[src/rtl/dma_seq_pkg.sv]
package dma_seq_pkg;

  typedef enum logic [2:0] {
    ST_IDLE,
    ST_REQ,
    ST_W1,
    ST_W2,
    ST_W3,
    ST_WAIT,
    ST_W4
  } seqState_t;

  // strobes from control to datapath
  typedef struct packed {
    logic load;      // take start addresses and count from ports
    logic wordDone;  // last pass of a word finished: step addresses, count
    logic capture;   // end of read pass of a copy: grab read data
    logic useDst;    // drive destination address on the bus
  } dpCtrl_t;

endpackage

[src/rtl/dma_seq_ctrl.sv]
module dma_seq_ctrl
  import dma_seq_pkg::*;
(
  input  logic    clk,
  input  logic    rstN,
  input  logic    chanReq,
  input  logic    holdAck,
  input  logic    ready,
  input  logic    burstMode,
  input  logic    memToMem,
  input  logic    dirWrite,
  input  logic    lastWord,
  output logic    holdReq,
  output logic    addrStrobe,
  output logic    rdStrobe,
  output logic    wrStrobe,
  output logic    eot,
  output logic    progEnable,
  output dpCtrl_t dpCtl
);

  seqState_t state, stateNext;
  logic writePass, writePassNext;
  logic midBlock, midBlockNext;
  logic cmdActive;
  logic passEnd;

  assign passEnd = (state == ST_W4);

  always_comb begin
    stateNext     = state;
    writePassNext = writePass;
    midBlockNext  = midBlock;
    unique case (state)
      ST_IDLE: begin
        if (chanReq) begin
          stateNext    = ST_REQ;
          midBlockNext = 1'b1;
        end
      end
      ST_REQ:  if (holdAck) stateNext = ST_W1;
      ST_W1:   stateNext = ST_W2;
      ST_W2:   stateNext = ST_W3;
      ST_W3:   stateNext = ready ? ST_W4 : ST_WAIT;
      ST_WAIT: stateNext = ready ? ST_W4 : ST_WAIT;
      ST_W4: begin
        if (memToMem && !writePass) begin
          stateNext     = ST_W1;
          writePassNext = 1'b1;
        end else begin
          writePassNext = 1'b0;
          if (lastWord) begin
            stateNext    = ST_IDLE;
            midBlockNext = 1'b0;
          end else if (burstMode) begin
            stateNext = ST_W1;
          end else begin
            stateNext = ST_IDLE;
          end
        end
      end
      default: stateNext = ST_IDLE;
    endcase
  end

  always_ff @(posedge clk) begin
    if (!rstN) begin
      state     <= ST_IDLE;
      writePass <= 1'b0;
      midBlock  <= 1'b0;
    end else begin
      state     <= stateNext;
      writePass <= writePassNext;
      midBlock  <= midBlockNext;
    end
  end

  assign cmdActive  = (state == ST_W2) || (state == ST_W3) ||
                      (state == ST_WAIT) || (state == ST_W4);
  assign holdReq    = (state != ST_IDLE);
  assign addrStrobe = (state == ST_W1);
  assign rdStrobe   = cmdActive && (memToMem ? !writePass : !dirWrite);
  assign wrStrobe   = cmdActive && (memToMem ?  writePass :  dirWrite);
  assign progEnable = (state == ST_IDLE) && !midBlock;

  assign dpCtl.load     = (state == ST_IDLE) && chanReq && !midBlock;
  assign dpCtl.wordDone = passEnd && (!memToMem || writePass);
  assign dpCtl.capture  = passEnd && memToMem && !writePass;
  assign dpCtl.useDst   = memToMem && writePass;
  assign eot            = dpCtl.wordDone && lastWord;

  // strobes never overlap
  assert_one_strobe_R10: assert property (@(posedge clk) disable iff (!rstN)
    $onehot0({addrStrobe, rdStrobe, wrStrobe}));

  // no address cycle starts while the grant is absent and nothing runs
  assert_no_cycle_without_ack_R2: assert property (@(posedge clk) disable iff (!rstN)
    (!holdAck && !(addrStrobe || rdStrobe || wrStrobe)) |=> !addrStrobe);

  // address strobe lasts one clock and is followed by a command
  assert_cmd_after_addr_R3: assert property (@(posedge clk) disable iff (!rstN)
    addrStrobe |=> (!addrStrobe && (rdStrobe || wrStrobe)));

  // wait state persists while ready is low
  assert_wait_holds_R4: assert property (@(posedge clk) disable iff (!rstN)
    (state == ST_WAIT && !ready) |=> (state == ST_WAIT));

  // bus released right after end of transfer
  assert_release_after_eot_R9: assert property (@(posedge clk) disable iff (!rstN)
    eot |=> (!holdReq && progEnable));

  // programming never allowed while bus is requested
  assert_prog_only_idle_R1: assert property (@(posedge clk) disable iff (!rstN)
    progEnable |-> !holdReq);

endmodule

[src/rtl/dma_seq_dpath.sv]
module dma_seq_dpath
  import dma_seq_pkg::*;
#(
  parameter int AW        = 16,
  parameter int DW        = 8,
  parameter int CW        = 8,
  parameter int ADDR_STEP = 1
) (
  input  logic          clk,
  input  logic          rstN,
  input  dpCtrl_t       dpCtl,
  input  logic          memToMem,
  input  logic [AW-1:0] srcAddr,
  input  logic [AW-1:0] dstAddr,
  input  logic [CW-1:0] wordCount,
  input  logic [DW-1:0] memRdata,
  output logic [AW-1:0] busAddr,
  output logic [DW-1:0] tmpData,
  output logic          lastWord
);

  localparam logic [AW-1:0] STEP = AW'(ADDR_STEP);
  localparam logic [CW-1:0] ONE  = CW'(1);

  logic [AW-1:0] curSrc, curDst;
  logic [CW-1:0] remain;

  always_ff @(posedge clk) begin
    if (!rstN) begin
      curSrc <= '0;
      curDst <= '0;
      remain <= '0;
    end else if (dpCtl.load) begin
      curSrc <= srcAddr;
      curDst <= dstAddr;
      remain <= wordCount;
    end else if (dpCtl.wordDone) begin
      curSrc <= curSrc + STEP;
      if (memToMem) curDst <= curDst + STEP;
      remain <= remain - ONE;
    end
  end

  always_ff @(posedge clk) begin
    if (!rstN)              tmpData <= '0;
    else if (dpCtl.capture) tmpData <= memRdata;
  end

  assign busAddr  = dpCtl.useDst ? curDst : curSrc;
  assign lastWord = (remain == '0);

  // temporary register changes only on capture
  assert_tmp_stable_R5: assert property (@(posedge clk) disable iff (!rstN)
    !dpCtl.capture |=> $stable(tmpData));

endmodule

[src/rtl/dma_cycle_seq.sv]
module dma_cycle_seq
  import dma_seq_pkg::*;
#(
  parameter int AW = 16,
  parameter int DW = 8,
  parameter int CW = 8
) (
  input  logic          clk,
  input  logic          rstN,
  input  logic          chanReq,
  input  logic          holdAck,
  input  logic          ready,
  input  logic          burstMode,
  input  logic          memToMem,
  input  logic          dirWrite,
  input  logic [AW-1:0] srcAddr,
  input  logic [AW-1:0] dstAddr,
  input  logic [CW-1:0] wordCount,
  input  logic [DW-1:0] memRdata,
  output logic          holdReq,
  output logic          addrStrobe,
  output logic          rdStrobe,
  output logic          wrStrobe,
  output logic [AW-1:0] busAddr,
  output logic [DW-1:0] tmpData,
  output logic          eot,
  output logic          progEnable
);

  dpCtrl_t dpCtl;
  logic    lastWord;

  dma_seq_ctrl i_ctrl (
    .clk        (clk),
    .rstN       (rstN),
    .chanReq    (chanReq),
    .holdAck    (holdAck),
    .ready      (ready),
    .burstMode  (burstMode),
    .memToMem   (memToMem),
    .dirWrite   (dirWrite),
    .lastWord   (lastWord),
    .holdReq    (holdReq),
    .addrStrobe (addrStrobe),
    .rdStrobe   (rdStrobe),
    .wrStrobe   (wrStrobe),
    .eot        (eot),
    .progEnable (progEnable),
    .dpCtl      (dpCtl)
  );

  dma_seq_dpath #(.AW(AW), .DW(DW), .CW(CW), .ADDR_STEP(1)) i_dpath (
    .clk       (clk),
    .rstN      (rstN),
    .dpCtl     (dpCtl),
    .memToMem  (memToMem),
    .srcAddr   (srcAddr),
    .dstAddr   (dstAddr),
    .wordCount (wordCount),
    .memRdata  (memRdata),
    .busAddr   (busAddr),
    .tmpData   (tmpData),
    .lastWord  (lastWord)
  );

endmodule

[config.mk]
export PLATFORM = sky130hd
export DESIGN_NAME = dma_cycle_seq
export DESIGN_NICKNAME = d
export VERILOG_FILES = /design/src/rtl/dma_seq_pkg.sv /design/src/rtl/dma_seq_ctrl.sv /design/src/rtl/dma_seq_dpath.sv /design/src/rtl/dma_cycle_seq.sv
export SDC_FILE = /design/constraint.sdc
export NUM_CORES = 1
export LEC_CHECK = 0
export BUFFER_PORTS_ARGS = -buffer_cell sky130_fd_sc_hd__buf_2
export CAP_MARGIN = 10
export CORE_ASPECT_RATIO = 1.5
export CORE_UTILIZATION = 29
export CTS_BUF_LIST = sky130_fd_sc_hd__clkbuf_16
export CTS_CLUSTER_DIAMETER = 120
export DETAILED_ROUTE_END_ITERATION = 6
export GPL_TIMING_DRIVEN = 0
export SYNTH_ARGS = -nofsm -noshare
export SYNTH_HDL_FRONTEND = slang
export SYNTH_SLANG_ARGS = --single-unit
export TNS_END_PERCENT = 1
[constraint.sdc]
create_clock -name clk -period 2 [get_ports clk]
set_input_delay 0 -clock clk [delete_from_list [all_inputs] [get_ports clk]]
set_output_delay 0 -clock clk [all_outputs]
set_load 0.02 [all_outputs]
==> results list, run 1 <==
- During synthesis, Yosys emitted a total of 0 warnings.
- The routed layout has 3203 vias.
- Max rail drop VDD: 403 uV
- Layout net count: 545
* Critical path startpoint category: register
- The floorplan step set the die height to 126 um.
- After detailed routing, the total wire length is 9.90 mm.
- Data arrives at the worst endpoint at 1920 ps.
- From left edge to right edge, the die measures 84.7 um.
* Number of primary I/O pins: 86
- Clk_lat worst skew: 300 ps
- Layout cell share with drive strength beyond 1: 25.1%
- Setup TNS: 0 ps
- The number of endpoints with negative hold slack in the final report was 2.
- In this run the power density over the cells is 753 nW/um^2.
* Number of antenna violations at the first check in global routing: 0
- TritonCTS created 5 clock buffers.
- Starting density of the core: 30.3%
* Clk root buf: sky130_fd_sc_hd__clkbuf_16
- After clock tree synthesis, the clock-pin slew on the worst setup and hold paths is 70 ps.
- HPWL after detailed placement: 7.45 mm
* Violated checks: DRC, hold timing
- Setup violations remaining at the end of the flow were counted as 0.
- The library cell used most frequently in the layout, excluding fill and tap cells, is sky130_fd_sc_hd__buf_2.
* Number of max-cap violations: 0
- Total global routing overflow: 0
- The worst path needs 1920 ps of the cycle, external delays included.
- After layout, the worst path uses 95.8% of the clock period.
* H-tree level count: 2
- Complex-gate fraction of the synthesized area: 22.7%
- Router iterations before antenna repair: 6
- In the final routed layout, each cell accounts on average for 16.5 um.
- TritonCTS built the clock tree.
* # clock sinks: 53
* Remaining max-slew budget at the tightest pin: 61.3%
* Detailed router's first-iteration violation count: 214
- The final number of max-transition violations was 0.
* Maximum number of pins on one net before global-route repair: 19
- Global-route wire length before repair: 15.9 mm
- For this run, design rule violations remaining after detail routing come to 4.
- Global routing consumed, over all layers together, 18.9% of the routing resources.
- The longest clock path from root to sink contains 2 buffers.
* Count of port buffers added during placement: 85
- In the synthesized netlist, mux cells make up 6.82% of the area.
* Vias in the first global route: 3203
- Signed area change from the synthesized netlist to the final layout: 32.9%
- Ant. Diodes: 0
- Setup skew after layout: 5.82 ps
- Max FO, Critical Path: 10
- Fmax: 0.522 GHz
- The placed instances occupy a cell area of 3540 sq um.
* Placer congestion estimate: 0.842
* Setup CP Type: reg -> out
- Core ar.: 9800 sq um
* Dominant combinational cell family by area after synthesis: simple AND/OR/NAND/NOR gates
* Setup repair after global routing missed its margin: true
- After synthesis, the netlist uses 41 different library cells.
- Antenna-violating nets left: 0
* Post-synthesis sequential element count: 53
- Filler Cells Inserted: 1047
- The run finished, with violations left.
* Final worst hold slack: -12.7 ps
- Sequential cell area: 1060 sq um
- At the pin with the least slew margin, the transition time is 581 ps.
- Endpoint class of the critical path: primary output
* Netlist area before placement: 2970 sq um
* Total die area: 10700 sq um
- After Yosys synthesis, full adders, half adders and majority gates account for 1.68% of the synthesized area.
- Synthesis produced a netlist with a net count of 431.
* Static leakage power: 0.00152 uW
- Sequential area share after synthesis: 35.7%
- In the final layout, the multi-input gates occupy 1810 sq um.
- Avg Synthesized Cell Area: 8.02 sq um
- The initialized floorplan defines 44 standard-cell rows.
* Post-synthesis xor/xnor area fraction: 4.12%
- Synthesized instance count: 371
- Leaving out fill and tap cells, the most frequent cells in the layout are 90 x sky130_fd_sc_hd__buf_2, 52 x sky130_fd_sc_hd__dfxtp_1, 37 x sky130_fd_sc_hd__nand2_1, 37 x sky130_fd_sc_hd__o21ai_0, 35 x sky130_fd_sc_hd__a21oi_1.
- The tightest min-delay check is of the in -> reg type.
- Required time worst endpoint: 2000 ps
- Dividing the detail-routed via count by the number of cells gives 5.33.
- Fraction of the mapped netlist area in simple logic gates: 25.1%
- Total non-filler cell area in the finished layout: 3950 sq um
cells by family after synthesis:
logic type / Yosys count
and+or+nand+nor: 139
AOI/OAI and AO/OA: 114
DFF: 53
buffers and inverters: 29
muxes: 18
xor gates and xnor gates: 14
adders and majority gates: 4
final cells by class:
type                            count  area share, %
Buffer                             21           2.31
Clock inverter                      3           1.04
Timing Repair Buffer              108           16.6
Inverter                            7          0.665
Clock buffer                        5           3.17
Multi-Input combinational cell    289           45.7
Tap cell                          115           3.64
Sequential cell                    53           26.9
sequential cells by signal, indices dropped and copies added (netlist names):
register / count
i_dpath.curDst: 16
i_dpath.tmpData: 8
i_ctrl.writePass: 1
i_dpath.curSrc: 16
i_ctrl.midBlock: 1
i_dpath.remain: 8
i_ctrl.state: 3
worst paths after layout:
check,from,to,slack (ps),cells past startpoint
worst min-delay path,wordCount[6],i_dpath.remain[6],-10,3
worst max register to register,i_ctrl.state[0],i_dpath.curSrc[14],120,6
worst min register to register,i_dpath.tmpData[1],i_dpath.tmpData[1],460,2
worst max-delay path,i_ctrl.writePass,eot,80,5
critical path, cell delays in order (launching register included):
cell	delay (ps)
sky130_fd_sc_hd__dfxtp_1	420
sky130_fd_sc_hd__nand2b_1	210
sky130_fd_sc_hd__clkbuf_1	400
sky130_fd_sc_hd__nand2_1	220
sky130_fd_sc_hd__nor2_1	180
sky130_fd_sc_hd__buf_2	180
layer usage:
layer  up-vias  GRT usage (%)  wire [um]
li1       1621              -          -
met1      1485           22.0       4090
met2        87           34.0       5170
met3        10           3.41        505
met4         0           7.08        134
met5         -              0          0
per-stage QoR:
stage	power, uW	cells	setup WS (ps)	hold slack [ps]	util [%]
3_3_place_gp	1930	571	-23.0	242	36.2
6_report	2980	601	83.9	-12.7	40.3
4_1_cts	2980	601	14.2	3.36	40.2
5_1_grt	3110	601	-87.2	14.2	40.3
3_5_place_dp	1940	571	-0.181	254	36.2
2_1_floorplan	1690	371	322	133	-
power breakdown:
group / switching [uW] / internal [uW] / leakage, uW
Combinational: 387 / 290 / 0.00101
Clock: 427 / 588 / 0.0000775
Sequential: 124 / 1160 / 0.000435
cell usage after synthesis:
cell type                   number  area (sq um)
sky130_fd_sc_hd__clkbuf_1       15          56.3
sky130_fd_sc_hd__a311oi_1        3          26.3
sky130_fd_sc_hd__o311ai_0        2          17.5
sky130_fd_sc_hd__nor3_1          7          35.0
sky130_fd_sc_hd__nor4b_1         2          17.5
sky130_fd_sc_hd__a2bb2oi_1       3          26.3
sky130_fd_sc_hd__nand2_1        37           139
sky130_fd_sc_hd__nor4_1          4          25.0
sky130_fd_sc_hd__nand3b_1        3          22.5
sky130_fd_sc_hd__o221ai_1        1          8.76
sky130_fd_sc_hd__nand4b_1        1          8.76
sky130_fd_sc_hd__a22oi_1         4          30.0
sky130_fd_sc_hd__and4_1          4          35.0
sky130_fd_sc_hd__nand2b_1        3          18.8
sky130_fd_sc_hd__a21oi_1        35           175
sky130_fd_sc_hd__nand4_1         9          56.3
sky130_fd_sc_hd__buf_2           6          30.0
sky130_fd_sc_hd__o31a_1          2          17.5
sky130_fd_sc_hd__xnor2_1         5          43.8
sky130_fd_sc_hd__a31oi_1        13          81.3
sky130_fd_sc_hd__nand3_1        23           115
sky130_fd_sc_hd__o31ai_1         7          52.6
sky130_fd_sc_hd__o2111ai_1       2          17.5
sky130_fd_sc_hd__nor3_2          1          10.0
sky130_fd_sc_hd__buf_1           1          3.75
sky130_fd_sc_hd__and3b_1         1          8.76
sky130_fd_sc_hd__and2_1          3          18.8
sky130_fd_sc_hd__ha_1            4          50.1
sky130_fd_sc_hd__nor2b_1         5          31.3
sky130_fd_sc_hd__mux2_2         18           203
sky130_fd_sc_hd__o211ai_1        1          7.51
sky130_fd_sc_hd__xor2_1          9          78.8
sky130_fd_sc_hd__or3_1           6          37.5
sky130_fd_sc_hd__a211oi_1        4          30.0
sky130_fd_sc_hd__and3_1          4          25.0
sky130_fd_sc_hd__nand3_2         1          10.0
sky130_fd_sc_hd__inv_1           7          26.3
sky130_fd_sc_hd__or4_1          10          75.1
sky130_fd_sc_hd__dfxtp_1        53          1060
sky130_fd_sc_hd__nor2_1         15          56.3
sky130_fd_sc_hd__o21ai_0        37           185
timing repair:
item                       in CTS  in global routing
pin swaps                       0                  0
setup endpoints to repair      14                 29
hold buffers                   23                  0
gates cloned                    0                  0
hold endpoints to repair       23                  0
buffers inserted                0                  0
resized for setup               2                  5
(Power assumes the default switching activity.)
==> inputs of run 2 (changes only) <==
Settings changed: CORE_ASPECT_RATIO 1.5 to 1.2, SYNTH_HIERARCHICAL from default to 1.
==> run 2 against run 1 <==
Net effect: the run ends with setup timing left; global-route usage fell by 0.64 points; critical path depth rose by 2; critical endpoint is now i_dpath/curDst[15]; sequential power barely moved; largest cell class unchanged; first-iteration DRC count fell by 45%; largest power group unchanged; clock power fell by 17%.
==> results list, run 2 <==
- The post-synthesis instance area came to 3030 sq um (was 2970 sq um).
- GRT Overall Usage: 18.2% (was 18.9%)
* Final setup slack of the worst path: -44.8 ps (was 83.9 ps)
- The detailed placer's ending HPWL is 6.70 mm (was 7.45 mm).
- The number of buffer cells added on primary ports was 85 (unchanged).
- Total die area: 10900 sq um (was 10700 sq um)
* Count leader, synth: sky130_fd_sc_hd__dfxtp_1 (unchanged)
- Overall die width: 95.3 um (was 84.7 um)
* Count of endpoints failing setup in the final report: 3 (was 0)
- The number of nets in the layout is 554 (was 545).
- The clock skew after layout was 5.60 ps (was 5.82 ps).
* Placer congestion estimate: 0.839 (was 0.842)
- Filler Cells Inserted: 1048 (was 1047)
- The maximum fanout along the worst path came to 3 (was 10).
- Count of warnings emitted by yosys: 6 (was 0)
- Switching portion of total power: 31.6% (was 31.5%)
- The worst-case headroom to the max-slew limit is 63.8% (was 61.3%).
* Net count of the mapped netlist: 417 (was 431)
- Number of different library cells in the post-synthesis netlist: 45 (was 41)
- The wire length per cell after detailed routing was 15.5 um (was 16.5 um).
* Maximum number of pins on one net before global-route repair: 15 (was 19)
* Global-route wire length before repair: 14.9 mm (was 15.9 mm)
- Fmax: 0.489 GHz (was 0.522 GHz)
- The number of placement rows came to 40 (was 44).
* Top library cells by usage in the layout, fill and taps aside: 88 x sky130_fd_sc_hd__buf_2, 50 x sky130_fd_sc_hd__dfxtp_1, 32 x sky130_fd_sc_hd__o21ai_0, 30 x sky130_fd_sc_hd__dlygate4sd3_1, 27 x sky130_fd_sc_hd__nand2_1 (was 90 x sky130_fd_sc_hd__buf_2, 52 x sky130_fd_sc_hd__dfxtp_1, 37 x sky130_fd_sc_hd__nand2_1, 37 x sky130_fd_sc_hd__o21ai_0, 35 x sky130_fd_sc_hd__a21oi_1)
* Most common cell after layout, fill and taps aside: sky130_fd_sc_hd__buf_2 (unchanged)
- Internal cell power: 1960 uW (was 2040 uW)
* Critical path startpoint category: register (unchanged)
* Power per standard cell area: 662 nW/um^2 (was 753 nW/um^2)
* Final Max Slew Viols: 0 (unchanged)
* Total global routing overflow: 0 (unchanged)
- The post-route fraction of the period consumed by the critical path is 102% (was 95.8%).
* Vias after detailed routing: 3146 (was 3203)
- The clock group share of total power came to 29.3% (was 34.1%).
- Clock transition at the register clock pins on the worst setup and hold paths after CTS: 70 ps (about the same)
- The end-of-flow core utilization was 43.1% (was 40.3%).
* Clk root buf: sky130_fd_sc_hd__clkbuf_16 (unchanged)
- The clock tree buffer depth came to 2 (unchanged).
* Required time worst endpoint: 2230 ps (was 2000 ps)
* Avg Synthesized Cell Area: 8.49 sq um (was 8.02 sq um)
* Post-placement worst setup slack: -505 ps (was -0.181 ps)
- Number of antenna violations at the first check in global routing: 0 (unchanged)
- The final wirelength was 9.63 mm (was 9.90 mm).
* Clock period minus final worst setup slack: 2040 ps (was 1920 ps)
- The largest area contributor in the synthesized netlist is sky130_fd_sc_hd__dfxtp_1 (unchanged).
- The H-tree depth is 2 (unchanged).
* Leading registers by flop count: i_dpath/curDst: 16 flops, i_dpath/curSrc: 16 flops (was i_dpath.curDst: 16 flops, i_dpath.curSrc: 16 flops)
* Top cells by count, synth: 53 x sky130_fd_sc_hd__dfxtp_1, 33 x sky130_fd_sc_hd__o21ai_0, 27 x sky130_fd_sc_hd__nand2_1 (was 53 x sky130_fd_sc_hd__dfxtp_1, 37 x sky130_fd_sc_hd__nand2_1, 37 x sky130_fd_sc_hd__o21ai_0)
- The via density per instance came to 5.07 (was 5.33).
- Signed area change from the synthesized netlist to the final layout: 43.1% (was 32.9%)
- Endpoint class of the critical path: register (was primary output)
- Proportion of register bits with asynchronous set or reset after synthesis: 0% (unchanged)
- Setup repair after global routing missed its margin: true (unchanged).
- The arrival time at the worst endpoint is 2270 ps (was 1920 ps).
- Static leakage power: 0.00182 uW (was 0.00152 uW)
- The height of the chip is 114 um (was 126 um).
- Post-route DRC violation count: 0 (was 4)
- Ant. Diodes: 0 (unchanged)
- Top cells by area in the synthesized netlist: sky130_fd_sc_hd__dfxtp_1 35%, sky130_fd_sc_hd__mux2_2 5.6%, sky130_fd_sc_hd__o21ai_0 5.5% (was sky130_fd_sc_hd__dfxtp_1 36%, sky130_fd_sc_hd__mux2_2 6.8%, sky130_fd_sc_hd__o21ai_0 6.2%)
- Number of primary I/O pins: 86 (unchanged)
* Class of the tightest hold or removal check: in -> reg (unchanged)
* Max rail drop VDD: 336 uV (was 403 uV)
* NetSw: 905 uW (was 938 uW)
* Synthesized instance count: 357 (was 371)
* Slew @ Worst Pin: 543 ps (was 581 ps)
- The share of power burned in combinational logic came to 25.0% (was 22.7%).
- The total CTS buffers is 5 (unchanged).
- Violated checks: setup timing (was DRC, hold timing)
* Setup CP Type: reg -> reg (was reg -> out)
- Proportion of power drawn by flip-flops and latches: 45.6% (was 43.2%)
- The number of enable flip-flop cells after synthesis was 0 (unchanged).
- Number of max-cap violations: 0 (unchanged)
* # clock sinks: 53 (unchanged)
* Yosys top cell area share: 35.0% (was 35.7%)
* Sequential area share after synthesis: 35.0% (was 35.7%)
* Detailed router's first-iteration violation count: 118 (was 214)
- Antenna-violating nets left: 0 (unchanged)
* Layout cell share with drive strength beyond 1: 32.6% (was 25.1%)
- Vias in the first global route: 2958 (was 3203)
- Router iterations before antenna repair: 4 (was 6)
- The area of the placeable core was 10100 sq um (was 9800 sq um).
- The number of storage elements in the synthesis netlist is 53 (unchanged).
* Starting density of the core: 30.1% (was 30.3%)
- The clock latency reported for the late side of the worst-skew pair was 300 ps (about the same).
- The clock tree from TritonCTS was built (unchanged).
- Status: finished with violations (unchanged).
- Fin. Hold Viols: 0 (was 2)
- The top flip-flop cell by instance count after synthesis was sky130_fd_sc_hd__dfxtp_1 (unchanged).
==> run 2: power groups by stage <==
| stage | clock network (uW) | logic [uW] | registers, uW |
|---|---|---|---|
| global route | 911 | 789 | 1320 |
| CTS | 872 | 715 | 1300 |
| global placement | 0 | 618 | 1320 |
| detailed placement | 0 | 626 | 1320 |
| floorplan | 0 | 423 | 1280 |
| finish | 841 | 718 | 1310 |
==> run 2: cells by family (layout without fill, tap and decap cells) <==
| group | after synthesis | count (layout) | synth area share (%) |
|---|---|---|---|
| buf+inv | 33 | 170 | 4.38 |
| compound gates | 79 | 79 | 15.9 |
| fa+ha+maj | 4 | 4 | 1.65 |
| flops | 53 | 53 | 35.0 |
| mux | 28 | 28 | 9.87 |
| xor+xnor | 28 | 28 | 8.10 |
| simple gates | 132 | 132 | 25.1 |
==> run 2: stage by stage <==
stage | hold WS, ps | instance area [sq um] | std cells | power (uW) | TNS, ps
floorplan | 117 | 3040 | 357 | 1700 | -1620
global placement | 227 | 3620 | 568 | 1930 | -15410
detailed placement | 227 | 3620 | 568 | 1950 | -15900
CTS | 6.33 | 4230 | 616 | 2890 | -437
global route | 32.4 | 4340 | 620 | 3020 | -730
finish | 8.95 | 4340 | 620 | 2870 | -75.1
==> run 2: routing by layer <==
| layer | global-route usage (%) | wire (um) | part of all wire, % | up-vias |
|---|---|---|---|---|
| met3 | 2.40 | 494 | 5.1 | 16 |
| met1 | 23.1 | 4150 | 43 | 1484 |
| met2 | 30.5 | 4710 | 49 | 96 |
| li1 | - | - | - | 1550 |
| met4 | 7.88 | 272 | 2.8 | 0 |
| met5 | 0 | 0 | 0 | - |
==> run 2: area by class of cell <==
cell class | instances | area [sq um] | share of cell area, %
clock buffers | 5 | 125 | 2.89
multi-input cells | 271 | 1970 | 45.5
repair buffers | 131 | 848 | 19.6
flip-flops and latches | 53 | 1070 | 24.6
clock inverters | 2 | 7.51 | 0.173
well taps | 126 | 158 | 3.64
plain buffers | 21 | 118 | 2.71
inverters | 11 | 41.3 | 0.952
==> run 2: final timing paths <==
check	startpoint	to	slack, ps	cells past startpoint
max reg2reg	i_ctrl/state[0]	i_dpath/curDst[15]	-40	7
max	i_ctrl/state[0]	i_dpath/curDst[15]	-40	7
min	srcAddr[8]	i_dpath/curSrc[8]	9	3
min reg2reg	i_dpath/curDst[15]	i_dpath/curDst[15]	520	2
==> run 2: worst max-delay path: stages, from the launching register on <==
cell                       delay (ps)
sky130_fd_sc_hd__dfxtp_4          350
sky130_fd_sc_hd__nand3b_1         180
sky130_fd_sc_hd__nor2_2           120
sky130_fd_sc_hd__clkbuf_8         150
sky130_fd_sc_hd__nand4_1          150
sky130_fd_sc_hd__or4_4            470
sky130_fd_sc_hd__or4_1            410
sky130_fd_sc_hd__a31oi_1          160
==> run 2: repair_timing <==
| action | CTS | global route |
|---|---|---|
| setup endpoints to repair | 51 | 39 |
| buffers inserted | 12 | 4 |
| pin swaps | 8 | 4 |
| hold endpoints to repair | 30 | 0 |
| hold buffers | 30 | 0 |
| gates resized for setup | 30 | 23 |
==> inputs of run 3 (changes only) <==
Settings changed: TNS_END_PERCENT 1 to 5.
==> run 3 against run 2 <==
Net effect: the flow finishes with violations (hold timing, setup timing); maximum frequency is 0.51% lower; utilization increased by 0.47 points; die area unchanged; power grew 10%; sequential share of layout area decreased by 0.30 points; via count down 0.83%; worst setup slack lost 10 ps; critical path type unchanged; largest power group unchanged.
==> results list, run 3 (synthesis results as in run 2) <==
* Status: finished with violations (unchanged)
- The clock tree buffer depth is 2 (unchanged).
- Internal cell power: 2230 uW (was 1960 uW)
- Overall die width: 95.3 um (unchanged)
* Detailed router's first-iteration violation count: 110 (was 118)
* Post-route DRC violation count: 0 (unchanged)
* Vias per std cell: 5.06 (was 5.07)
- The area of the placeable core is 10100 sq um (unchanged).
- The detailed placer's ending HPWL came to 6.65 mm (was 6.70 mm).
* Setup CP Type: reg -> reg (unchanged)
- Total length of routed wires: 9.51 mm (was 9.63 mm)
- The worst-case headroom to the max-slew limit is 58.0% (was 63.8%).
* Number of max-cap violations: 0 (unchanged)
- Clk root buf: sky130_fd_sc_hd__clkbuf_16 (unchanged)
- The slew at the pin with the worst max-slew slack came to 631 ps (was 543 ps).
- Global-route wire length before repair: 14.7 mm (was 14.9 mm)
- Max incr delay on CP: 480 ps (was 470 ps)
- The post-layout worst setup margin came to -55.2 ps (was -44.8 ps).
- The worst hold-check path type was in -> reg (unchanged).
- The clock skew after layout is 8.55 ps (was 5.60 ps).
* Fmax: 0.487 GHz (was 0.489 GHz)
- Total die area: 10900 sq um (unchanged)
- The reported leakage power came to 0.00183 uW (was 0.00182 uW).
- Max rail drop VDD: 494 uV (was 336 uV)
* Maximum number of pins on one net before global-route repair: 17 (was 15)
- The number of nets with antenna violations after detailed routing was 0 (unchanged).
- Gate power share: 23.2% (was 25.0%)
* Number of buffers created by CTS: 5 (unchanged)
- Clock period minus final worst setup slack: 2060 ps (was 2040 ps)
* Top library cells by usage in the layout, fill and taps aside: 88 x sky130_fd_sc_hd__buf_2, 51 x sky130_fd_sc_hd__dfxtp_1, 28 x sky130_fd_sc_hd__dlygate4sd3_1, 27 x sky130_fd_sc_hd__nand2_1, 27 x sky130_fd_sc_hd__o21ai_0 (was 88 x sky130_fd_sc_hd__buf_2, 50 x sky130_fd_sc_hd__dfxtp_1, 32 x sky130_fd_sc_hd__o21ai_0, 30 x sky130_fd_sc_hd__dlygate4sd3_1, 27 x sky130_fd_sc_hd__nand2_1)
- Router iterations before antenna repair: 4 (unchanged)
* Ant. Diodes: 0 (unchanged)
- The initial antenna violation count is 0 (unchanged).
- Clock tree from TritonCTS: built (unchanged)
- Drt wl/cell: 15.4 um (was 15.5 um)
- The overall overflow remaining after global route came to 0 (unchanged).
* Required time worst endpoint: 2220 ps (was 2230 ps)
- Die extent in y: 114 um (unchanged)
- The arrival time at the worst endpoint is 2280 ps (was 2270 ps).
- The effective utilization at floorplan is 30.1% (unchanged).
- In this design, the critical path's most frequently occurring cell is sky130_fd_sc_hd__or4_4.
* Layout cell share with drive strength beyond 1: 33.1% (was 32.6%)
- The final number of max-transition violations came to 0 (unchanged).
- Setup repair after global routing missed its margin: true (unchanged)
- The number of endpoints with negative hold slack in the final report is 2 (was 0).
- The endpoint kind of the worst setup timing path was a register (unchanged).
- # clock sinks: 53 (unchanged)
- Layout net count: 549 (was 554)
- The clock latency reported for the late side of the worst-skew pair was 300 ps (about the same).
- Number of primary I/O pins: 86 (unchanged)
- Cell family with the largest share of critical-path delay: simple AND/OR/NAND/NOR gates (unchanged)
- The power per cell area was 720 nW/um^2 (was 662 nW/um^2).
* Leading registers by flop count: i_dpath/curDst: 16 flops, i_dpath/curSrc: 16 flops (unchanged)
- The overall power after layout came to 3160 uW (was 2870 uW).
* Switching portion of total power: 29.2% (was 31.6%)
- H-tree level count: 2 (unchanged)
* Max FO, Critical Path: 4 (was 3)
- Violated checks: hold timing, setup timing (was setup timing).
* Crit share post-route: 103% (was 102%)
- Clock transition at the register clock pins on the worst setup and hold paths after CTS: 70 ps (about the same)
- Count of port buffers added during placement: 85 (unchanged)
* Signed area change from the synthesized netlist to the final layout: 44.7% (was 43.1%)
- Vias in the first global route: 3037 (was 2958)
- The worst slack on hold paths was -3.99 ps (was 8.95 ps).
- The clock group share of total power is 35.5% (was 29.3%).
- Proportion of power drawn by flip-flops and latches: 41.3% (was 45.6%)
- The placer congestion estimate is 0.838 (was 0.839).
- Most common cell after layout, fill and taps aside: sky130_fd_sc_hd__buf_2 (unchanged)
- GRT Overall Usage: 17.7% (was 18.2%)
* Critical path startpoint category: register (unchanged)
* Post-Route Utilization: 43.6% (was 43.1%)
- Count of endpoints failing setup in the final report: 5 (was 3)
- The slowest stage cell on the critical path was sky130_fd_sc_hd__or4_4 (unchanged).
- Vias after detailed routing: 3120 (was 3146)
* Standard-cell row count: 40 (unchanged)
- Count of buffering cells on the critical path with inverters included: 2 (was 1)
- NetSw: 922 uW (was 905 uW)
- Worst path cell trace: buf_6 > nand3b_1 > nor2_1 > clkbuf_8 > nand4_1 > or4_4 > or4_4 > a31oi_1 (was nand3b_1 > nor2_2 > clkbuf_8 > nand4_1 > or4_4 > or4_1 > a31oi_1)
run 3: cell count changes in the layout (fill, tap and decap cells not counted), sizes merged:
cell and delta:
buf -3, bufinv +2, dlygate4sd3 -2, inv -1
run 3: through the flow:
stage                     cells  hold WS [ps]  TNS [ps]  setup slack (ps)  cell area [sq um]
final                       616         -3.99      -130             -55.2               4380
after detailed placement    568           227     -9190              -449               3620
after floorplan             357           117      -335              -143               3040
after global routing        616          14.8      -977              -144               4380
after global placement      568           223     -9450              -415               3620
after CTS                   614          1.68      -657              -195               4260
run 3: cell type report:
| type | instances | area (sq um) |
|---|---|---|
| Inverter | 11 | 41.3 |
| Sequential cell | 53 | 1070 |
| Multi-Input combinational cell | 271 | 1990 |
| Clock inverter | 3 | 65.1 |
| Buffer | 22 | 135 |
| Tap cell | 126 | 158 |
| Timing Repair Buffer | 125 | 802 |
| Fill cell | 989 | 5680 |
| Clock buffer | 5 | 125 |
run 3: tightest hold or removal path, stage by stage:
cell and delay, ps:
sky130_fd_sc_hd__buf_2 80, sky130_fd_sc_hd__o21ai_2 60, sky130_fd_sc_hd__a21oi_1 110
run 3: final timing paths:
| path | slack (ps) | startpoint | depth (start not counted) | to |
|---|---|---|---|---|
| hold reg to reg | 520 | i_dpath/tmpData[6] | 2 | i_dpath/tmpData[6] |
| hold / removal | -4 | srcAddr[5] | 3 | i_dpath/curSrc[5] |
| setup / recovery | -60 | i_ctrl/state[1] | 8 | i_dpath/curDst[15] |
| setup reg to reg | -60 | i_ctrl/state[1] | 8 | i_dpath/curDst[15] |
run 3: per-layer routing:
layer	vias to the layer above	GRT usage (%)	share of wire, %
met5	-	0	0
met1	1495	23.0	45
met3	14	2.33	4.1
met4	0	7.37	2.3
met2	79	29.3	49
li1	1532	-	-
run 3: repair_timing:
action / CTS / global route
endpoints found under the hold margin: 27 / 1
buffers inserted: 11 / 1
pin swaps: 7 / 6
hold buffers: 27 / 1
endpoints found under the setup margin: 52 / 33
gates resized for setup: 32 / 30
run 3: power by group through the flow:
stage | clock network, uW | logic, uW | registers, uW
final | 1120 | 731 | 1300
after global routing | 1190 | 797 | 1320
after CTS | 1140 | 721 | 1300
after detailed placement | 0 | 629 | 1320
after global placement | 0 | 620 | 1320
after floorplan | 0 | 424 | 1280
